===== src/rtl/flashCopyPkg.sv =====
package flashCopyPkg;

  // Command opcodes handed to the NAND bus controller
  typedef enum logic [2:0] {
    OP_ERASE  = 3'd0,
    OP_READ   = 3'd1,
    OP_LOAD   = 3'd2,
    OP_PROG   = 3'd3,
    OP_STATUS = 3'd4
  } seqOp_t;

  // Strobes from control to datapath
  typedef struct packed {
    logic   issue;        // a command is presented this cycle
    seqOp_t op;           // which command
    logic   clrAll;       // begin a new copy
    logic   incBlk;       // next erase block
    logic   incPage;      // next page
    logic   setPtr;       // switch to second half
    logic   clrPtr;       // back to first half
    logic   latchFail;    // record a failing status
    logic   failIsErase;  // failure came from an erase
    logic   pulseDone;    // successful completion
  } seqStrobe_t;

endpackage


===== src/rtl/flashCopyCtrl.sv =====
module flashCopyCtrl
  import flashCopyPkg::*;
(
  input  logic       clk,
  input  logic       rstN,
  input  logic       start,
  input  logic       cmdDone,
  input  logic       statusFail,
  input  logic       rbN,
  input  logic       lastBlk,
  input  logic       lastPage,
  input  logic       ptrHi,
  output seqStrobe_t st,
  output logic       busy
);

  typedef enum logic [3:0] {
    S_IDLE,
    S_ER_CMD,
    S_ER_BUSY,
    S_ER_STAT,
    S_RD,
    S_LD,
    S_PG_CMD,
    S_PG_BUSY,
    S_PG_STAT
  } ctrlState_t;

  ctrlState_t state, nextState;

  always_ff @(posedge clk or negedge rstN) begin
    if (!rstN) state <= S_IDLE;
    else       state <= nextState;
  end

  always_comb begin
    st        = '0;
    st.op     = OP_ERASE;
    nextState = state;
    busy      = (state != S_IDLE);
    case (state)
      S_IDLE: begin
        if (start) begin
          st.clrAll = 1'b1;
          nextState = S_ER_CMD;
        end
      end
      S_ER_CMD: begin
        st.issue = 1'b1;
        st.op    = OP_ERASE;
        if (cmdDone) nextState = S_ER_BUSY;
      end
      S_ER_BUSY: begin
        if (rbN) nextState = S_ER_STAT;
      end
      S_ER_STAT: begin
        st.issue = 1'b1;
        st.op    = OP_STATUS;
        if (cmdDone) begin
          if (statusFail) begin
            st.latchFail   = 1'b1;
            st.failIsErase = 1'b1;
            nextState      = S_IDLE;
          end else if (lastBlk) begin
            nextState = S_RD;
          end else begin
            st.incBlk = 1'b1;
            nextState = S_ER_CMD;
          end
        end
      end
      S_RD: begin
        st.issue = 1'b1;
        st.op    = OP_READ;
        if (cmdDone) nextState = S_LD;
      end
      S_LD: begin
        st.issue = 1'b1;
        st.op    = OP_LOAD;
        if (cmdDone) begin
          if (ptrHi) begin
            nextState = S_PG_CMD;
          end else begin
            st.setPtr = 1'b1;
            nextState = S_RD;
          end
        end
      end
      S_PG_CMD: begin
        st.issue = 1'b1;
        st.op    = OP_PROG;
        if (cmdDone) nextState = S_PG_BUSY;
      end
      S_PG_BUSY: begin
        if (rbN) nextState = S_PG_STAT;
      end
      S_PG_STAT: begin
        st.issue = 1'b1;
        st.op    = OP_STATUS;
        if (cmdDone) begin
          if (statusFail) begin
            st.latchFail = 1'b1;
            nextState    = S_IDLE;
          end else if (lastPage) begin
            st.pulseDone = 1'b1;
            nextState    = S_IDLE;
          end else begin
            st.incPage = 1'b1;
            st.clrPtr  = 1'b1;
            nextState  = S_RD;
          end
        end
      end
      default: nextState = S_IDLE;
    endcase
  end

endmodule


===== src/rtl/flashCopyPath.sv =====
module flashCopyPath
  import flashCopyPkg::*;
#(
  parameter int BLOCKS          = 1024,
  parameter int PAGES_PER_BLOCK = 16,
  parameter int HALF_BYTES      = 256,
  parameter int SPARE_BYTES     = 16,
  localparam int BLK_W  = $clog2(BLOCKS),
  localparam int PPB_W  = $clog2(PAGES_PER_BLOCK),
  localparam int PAGE_W = BLK_W + PPB_W,
  localparam int LEN_W  = $clog2(HALF_BYTES + SPARE_BYTES + 1)
) (
  input  logic              clk,
  input  logic              rstN,
  input  seqStrobe_t        st,
  output logic [PAGE_W-1:0] cmdAddr,
  output logic              cmdPtr,
  output logic [LEN_W-1:0]  cmdLen,
  output logic [1:0]        ceN,
  output logic              lastBlk,
  output logic              lastPage,
  output logic              ptrHi,
  output logic              error,
  output logic [PAGE_W-1:0] failPage,
  output logic              done
);

  localparam int PAGES = BLOCKS * PAGES_PER_BLOCK;

  logic [BLK_W-1:0]  blk;
  logic [PAGE_W-1:0] page;
  logic              ptr;
  logic [PAGE_W-1:0] blkBase;

  assign blkBase = {blk, {PPB_W{1'b0}}};

  always_ff @(posedge clk or negedge rstN) begin
    if (!rstN) begin
      blk      <= '0;
      page     <= '0;
      ptr      <= 1'b0;
      error    <= 1'b0;
      failPage <= '0;
      done     <= 1'b0;
    end else begin
      done <= st.pulseDone;
      if (st.clrAll) begin
        blk      <= '0;
        page     <= '0;
        ptr      <= 1'b0;
        error    <= 1'b0;
        failPage <= '0;
      end
      if (st.incBlk)  blk  <= blk + BLK_W'(1);
      if (st.incPage) page <= page + PAGE_W'(1);
      if (st.setPtr)  ptr  <= 1'b1;
      if (st.clrPtr)  ptr  <= 1'b0;
      if (st.latchFail) begin
        error    <= 1'b1;
        failPage <= st.failIsErase ? blkBase : page;
      end
    end
  end

  assign lastBlk  = (blk == BLK_W'(BLOCKS - 1));
  assign lastPage = (page == PAGE_W'(PAGES - 1));
  assign ptrHi    = ptr;
  assign cmdPtr   = ptr;
  assign cmdAddr  = (st.op == OP_ERASE) ? blkBase : page;
  assign cmdLen   = ptr ? LEN_W'(HALF_BYTES + SPARE_BYTES) : LEN_W'(HALF_BYTES);

  // Reads address the source device, everything else the target
  always_comb begin
    ceN = 2'b11;
    if (st.issue) begin
      if (st.op == OP_READ) ceN = 2'b10;
      else                  ceN = 2'b01;
    end
  end

endmodule


===== src/rtl/flashCopySeq.sv =====
module flashCopySeq
  import flashCopyPkg::*;
#(
  parameter int BLOCKS          = 1024,
  parameter int PAGES_PER_BLOCK = 16,
  parameter int HALF_BYTES      = 256,
  parameter int SPARE_BYTES     = 16,
  localparam int PAGE_W = $clog2(BLOCKS) + $clog2(PAGES_PER_BLOCK),
  localparam int LEN_W  = $clog2(HALF_BYTES + SPARE_BYTES + 1)
) (
  input  logic              clk,
  input  logic              rstN,
  input  logic              start,
  output logic              busy,
  output logic              done,
  output logic              error,
  output logic [PAGE_W-1:0] failPage,
  output logic              cmdValid,
  output logic [2:0]        cmdOp,
  output logic [PAGE_W-1:0] cmdAddr,
  output logic              cmdPtr,
  output logic [LEN_W-1:0]  cmdLen,
  input  logic              cmdDone,
  input  logic              statusFail,
  input  logic              rbN,
  output logic [1:0]        ceN
);

  seqStrobe_t st;
  logic lastBlk, lastPage, ptrHi;

  flashCopyCtrl i_ctrl (
    .clk        (clk),
    .rstN       (rstN),
    .start      (start),
    .cmdDone    (cmdDone),
    .statusFail (statusFail),
    .rbN        (rbN),
    .lastBlk    (lastBlk),
    .lastPage   (lastPage),
    .ptrHi      (ptrHi),
    .st         (st),
    .busy       (busy)
  );

  flashCopyPath #(
    .BLOCKS          (BLOCKS),
    .PAGES_PER_BLOCK (PAGES_PER_BLOCK),
    .HALF_BYTES      (HALF_BYTES),
    .SPARE_BYTES     (SPARE_BYTES)
  ) i_path (
    .clk      (clk),
    .rstN     (rstN),
    .st       (st),
    .cmdAddr  (cmdAddr),
    .cmdPtr   (cmdPtr),
    .cmdLen   (cmdLen),
    .ceN      (ceN),
    .lastBlk  (lastBlk),
    .lastPage (lastPage),
    .ptrHi    (ptrHi),
    .error    (error),
    .failPage (failPage),
    .done     (done)
  );

  assign cmdValid = st.issue;
  assign cmdOp    = st.op;

endmodule


===== config.mk =====
export PLATFORM = sky130hd
export DESIGN_NAME = flashCopySeq
export DESIGN_NICKNAME = d
export VERILOG_FILES = /design/src/rtl/flashCopyPkg.sv /design/src/rtl/flashCopyCtrl.sv /design/src/rtl/flashCopyPath.sv /design/src/rtl/flashCopySeq.sv
export SDC_FILE = /design/constraint.sdc
export NUM_CORES = 1
export LEC_CHECK = 0
export ABC_AREA = 0
export BUFFER_PORTS_ARGS = -buffer_cell sky130_fd_sc_hd__buf_2
export CORE_MARGIN = 4
export CORE_UTILIZATION = 50
export CTS_CLUSTER_SIZE = 25
export DETAILED_ROUTE_END_ITERATION = 7
export MAX_ROUTING_LAYER = met4
export PLACE_DENSITY = 0.77
export SYNTH_ARGS = -nofsm -noshare
export SYNTH_HDL_FRONTEND = slang
export SYNTH_SLANG_ARGS = --single-unit
export TNS_END_PERCENT = 5

===== constraint.sdc =====
create_clock -name clk -period 4.2 [get_ports clk]
set_clock_uncertainty 0.1 [all_clocks]
set_input_delay 0.84 -clock clk [delete_from_list [all_inputs] [get_ports clk]]
set_output_delay 0.84 -clock clk [all_outputs]
set_load 0.1 [all_outputs]

Word level (Yosys, flattened, before mapping)
Index checks and enable logic that the tools add are counted.
{ "totals": {"mem_count": 0, "reg_bits": 45, "elab_cells": 92, "ram_bits": 0, "romBits": 0, "latch_bits": 0, "out_inout_bits": 47} }
{ "classes": {"mux": 54, "multipliers": 0, "reduce_logical": 9, "order_cmp": 0, "eq_ne": 20, "n_shift": 0, "n_bitwise": 0, "n_addsub": 2, "div": 0} }
{ "ops": {"columns": ["cell", "count"], "rows": [
  ["two-way mux 14 bit", 5],
  ["two-way mux 4 bit", 9],
  ["one-hot mux 4 bit (9 select lines)", 1],
  ["two-way mux 1 bit", 24],
  ["two-way mux 10 bit", 2],
  ["one-hot mux 4 bit (5 select lines)", 1],
  ["inequality test 2 bit (second input constant)", 9],
  ["== test 4 x 3 -> 1 bit (second input constant)", 4],
  ["adder 14 x 1 -> 14 bit (second input constant)", 1],
  ["== test 14 bit (second input constant)", 1],
  ["two-way mux 2 bit", 6],
  ["two-way mux 3 bit", 4],
  ["adder 10 x 1 -> 10 bit (second input constant)", 1],
  ["== test 10 bit (second input constant)", 1],
  ["AND reduction 9 bit", 1],
  ["== test 4 x 2 -> 1 bit (second input constant)", 2],
  ["nonzero test 2 bit", 3],
  ["two-way mux 5 bit", 1],
  ["== test 4 x 1 -> 1 bit (second input constant)", 1],
  ["== test 4 bit (second input constant)", 1],
  ["logical NOT 4 bit", 1],
  ["nonzero test 4 bit", 1],
  ["== test 3 x 1 -> 1 bit (second input constant)", 1],
  ["logical NOT 3 bit", 1],
  ["3 further kinds", 3]
]} }

Logic depth before layout (Yosys ltp)
{ "depth": {"depth_word": 6, "ltp_mapped": 7, "depth_no_buf": 5} }

Hierarchy
From an unflattened synthesis, not the netlist that was laid out.
{ "unflattened": {"hier_cells": 295, "area_unflattened_um2": 2740.1} }
{ "by_module_without_submodules": {"columns": ["module", "instances", "cells_per_inst", "area_each_um2", "seq_area_each_um2"], "rows": [
  ["flashCopyPath", 1, 237, 2294.7, 1026.0],
  ["flashCopyCtrl", 1, 58, 445.4, 100.1]
]} }

Least setup slack after synthesis
OpenSTA, ideal clock, no wires.
{ "synth_timing": {"path_type": "register -> output", "start": "register i_ctrl.state[3]", "end": "output ceN[1]", "stages_incl_launch_ff": 5, "required_ns": 3.260, "t_arrival_ns": 3.505, "setup_slack_ns": -0.245, "path_cell_list": "dfrtp_1 buf_2 clkbuf_1 o211ai_1 nand2_1"} }
{ "synth_via": {"elab_cells_between_ends": 11} }
{ "synth_lines": {"columns": ["element", "line", "source"], "rows": [
  ["start: declaration", "flashCopyCtrl.sv:29", "ctrlState_t state, nextState;"],
  ["start signal: assignment", "flashCopyCtrl.sv:33", "else state <= nextState;"],
  ["== test 4 x 2 -> 1 bit / == test 4 bit (equally long branches)", "flashCopyCtrl.sv:41", "case (state)"],
  ["OR reduction 2 bit (no source line)", null, null],
  ["one-hot mux 4 bit (5 select lines) (*)", "flashCopyCtrl.sv:41", null],
  ["via cmdValid", "flashCopySeq.sv:18", "output logic cmdValid,"],
  ["two-way mux 2 bit (*)", "flashCopyPath.sv:75", "if (st.issue) begin"],
  ["end: declaration", "flashCopySeq.sv:26", "output logic [1:0] ceN"]
]} }
Mark *: on every way through the listed nets, which the timed path passes. The rest lies on a longest branch.

Worst setup path in the final report
{ "layout_timing": {"start": "register i_ctrl.state[0]", "end": "output cmdAddr[8]"} }
{ "layout_via": {"elab_chain_cells": 5, "elab_cells_between_ends": 10} }
{ "layout_rtl": {"columns": ["element", "line", "source"], "rows": [
  ["== test 4 x 2 -> 1 bit / == test 4 bit (equally long branches)", "flashCopyCtrl.sv:41", null],
  ["OR reduction 2 bit (no source line)", null, null],
  ["one-hot mux 4 bit (5 select lines) (*)", "flashCopyCtrl.sv:41", null],
  ["logical NOT 3 bit (*)", "flashCopyPath.sv:69", "assign cmdAddr = (st.op == OP_ERASE) ? blkBase : page;"],
  ["two-way mux 14 bit (*)", "flashCopyPath.sv:69", null],
  ["end: declaration", "flashCopySeq.sv:20", "output logic [PAGE_W-1:0] cmdAddr,"]
]} }
Mark *: on every way between the ends. The rest lies on a longest branch, timed or not.

==> summary.txt <==
Final layout
  • Post-route cell area: between 3000 and 4000 um^2
  • Synthesis-to-layout area growth: 8.29%
  • Share of post-route cells with drive strength above 1: 0.223
  • Fin nets: 353
  • Non-filler instance count after layout: 418
  • Diode count: 0
  • Core Util, Final: 0.568

Synth
  • Synth cell types: between 50 and 60
  • Asr flop ratio synth: 1.00
  • Synth Cell Area: 2940 um^2
  • Sequential-to-total area share from yosys stat: 0.383
  • Syn Area/Cell: a little under 9 um^2
  • Synthesized netlist cell count: 329
  • Top_reg_cell synth: dfrtp_1
  • Post-synth EDFFs: 0
  • Yosys Warn Count: 0
  • Flops & latches, synth: 45

Detailed routing
  • Avg Vias per Cell: 6.27
  • Drt initial violations: 253
  • Post-Route WL: 7320 um
  • Routed len/inst: approximately 18 um
  • Detail Route Antenna Nets: 0
  • TritonRoute pass-1 iters: 4
  • DR DRC count: 0
  • Vias post-DR: between 2000 and 3000

Setup path
  • CP peak stage delay: 0.78 ns
  • Arrival time worst endpoint: about 2.7 ns
  • WP buf/inv: 1
  • Reg2reg end: i_path.page[0]
  • Critical path's most frequent cell: mux2_2
  • Delay-heaviest family, CP: flip-flops
  • Critical Path Source Type: flop
  • Worst Path Required: approximately 3.3 ns
  • Worst flop-to-flop path startpoint: i_path.page[0]
  • CP cell instances: nand2_1 > mux2_2 > o22a_1 > mux2_2 > buf_2
  • Crit Path Category: flop to output port
  • Crit path capture type: output port
  • Maximum fanout along the worst path: 22
  • Slowest-stage cell, CP: dfrtp_1
  • FF-to-FF path depth: 5
  • Reg2reg setup slack: 1.26 ns

Place
  • Placed instance count: 410
  • Port bufs: 44
  • Area after DPL: 3070 um^2
  • Setup WS pre-CTS: 0.904 ns
  • Detailed Place HPWL: around 5000 um
  • GP Congestion: ~0.8

CTS
  • Post CTS Setup Buffer Count: 0
  • CTS root buf: clkbuf_8
  • Hold-fix buffer count after cts: 0
  • CTS clk-pin slew, worst paths: about 0.09 ns
  • CTS buffer count: 5
  • # clock sinks: between 40 and 50
  • Clock Latency Late Sink: 0.31 ns
  • Max Root-Sink Buffers: 2
  • Post-cts resize count: 0
  • CTS tree: done
  • H-Tree Depth: 2

Timing
  • Unrepaired setup endpoints after global routing: no
  • Finish-stage setup viols: 0
  • F_max: 0.273 GHz
  • Min setup slack post-route: between 0.5 and 0.6 ns
  • Final worst path period need: about 3.7 ns
  • Worst-Margin Slew: just over 1 ns
  • Crit share post-route: 0.872
  • Max-slew violations: 0
  • Final hold vios: 0
  • Max-slew headroom: 0.329

Run status
  • Status: completed

Die
  • Initial cell density of the core: 0.525
  • Die area: 7170 um^2
  • IO Count: 53
  • Die W: 84.7 um
  • FP Rows: 27
  • Die Ht: 84.7 um
  • Core Box Area: 5610 um^2

Job
  • Maxcap violations: 0

Hold path
  • WHS Path Cells: 1
  • Worst Hold Path EP: i_path.error
  • Hold crit path type: flop to flop
  • Hold path start: i_path.error

Pwr
  • Pleak: 1.42 nW
  • Peak VDD IR: 0.000488 V
  • Total design power: approximately 1.8 mW
  • PwrDens: 571 nW/um^2

Global routing
  • Largest net degree at the start of global routing: 46
  • First-pass GRT wire length: 12600 um
  • Vias in the first global route: between 2000 and 2500
  • Antenna violations before repair: 0
  • Gr usage total: 0.219
  • Remaining Overflow, GRT: 0
==> how the worst max path moves through the flow <==
stage          cells after the start  slack (ns)          end            start
5_1_grt                            5        0.40  cmdAddr[10]  i_ctrl.state[0]
3_5_place_dp                       5        0.90   cmdAddr[7]  i_ctrl.state[0]
4_1_cts                            5        0.56   cmdAddr[7]  i_ctrl.state[0]
3_3_place_gp                       5        0.98   cmdAddr[7]  i_ctrl.state[0]
6_report                           5        0.54   cmdAddr[8]  i_ctrl.state[0]
2_1_floorplan                      4       -0.15       ceN[1]  i_ctrl.state[0]
==> through the flow <==
| stage | hold slack, ns | setup TNS (ns) |
|---|---|---|
| after floorplan | 0.424 | -0.147 |
| after global placement | 0.356 | 0 |
| after detailed placement | 0.365 | 0 |
| after CTS | 0.385 | 0 |
| after global routing | 0.414 | 0 |
| final | 0.380 | 0 |
==> registers in the layout, indices dropped and copies added (netlist names) <==
register	cells
i_path.failPage	14
i_path.page	14
i_path.blk	10
i_ctrl.state	4
i_path.cmdPtr	1
i_path.done	1
i_path.error	1
==> cell type report <==
type | count | area, um^2
clock inverter | 2 | 37.5
fill | 538 | 2420
inverter | 8 | 30.0
tap | 72 | 90.1
multi-input combinational | 238 | 1580
clock buffer | 6 | 82.6
sequential | 45 | 1130
timing repair buffer | 47 | 243
==> cells by family after synthesis <==
logic type / after synthesis / synth area share
buffers and inverters: 52 / 0.0931
other: 2 / 0.00255
flip-flops: 45 / 0.383
multiplexers: 14 / 0.0527
AND/OR/NAND/NOR: 130 / 0.248
XOR/XNOR: 4 / 0.0119
adder cells (fa/ha/maj): 2 / 0.00851
AO/OA/AOI/OAI: 80 / 0.200
==> where the power goes <==
group | internal (mW) | switching [mW]
logic | 0.179 | 0.720
clock network | 0.194 | 0.158
registers | 0.483 | 0.0860
==> placed cells by master, fill, tap and decap left out, drive strengths merged, types with 3 or more instances in the layout <==
cell type  count
inv            8
o2bb2ai        4
a21oi          5
a211oi         3
or3            3
xnor2          4
and4           5
buf           47
conb           8
nand2b         4
a21boi         3
nor4           7
mux2          12
nor2          18
o221ai        14
nand3         20
and2           3
nor3           8
nand2         27
o211ai         6
o21ai         22
nor2b          8
a221o          7
nand4          8
and3           7
dfrtp         45
clkbuf         6
==> cell usage after synthesis, drive strengths merged (5+ instances only) <==
cell | count | area (um^2)
dfrtp | 45 | 1130
buf | 27 | 179
nand2 | 27 | 101
o21ai | 22 | 110
nand3 | 20 | 100
nor2 | 18 | 70.1
clkbuf | 17 | 65.1
o221ai | 14 | 123
mux2 | 12 | 135
inv | 8 | 30.0
nand4 | 8 | 50.1
nor2b | 8 | 50.1
nor3 | 8 | 45.0
a221o | 7 | 70.1
and3 | 7 | 43.8
nor4 | 7 | 56.3
o211ai | 6 | 45.0
a21oi | 5 | 25.0
and4 | 5 | 43.8
==> per-layer routing <==
metal	vias to the layer above	routed length [um]	global-route usage	part of all wire
li1	1241	-	-	-
met1	1281	3220	0.298	0.44
met2	92	3540	0.337	0.48
met3	7	505	0.0343	0.069
met4	0	55	0.0647	0.0075
met5	-	0	-	0
Note: power is estimated with default switching activity, not from simulation.
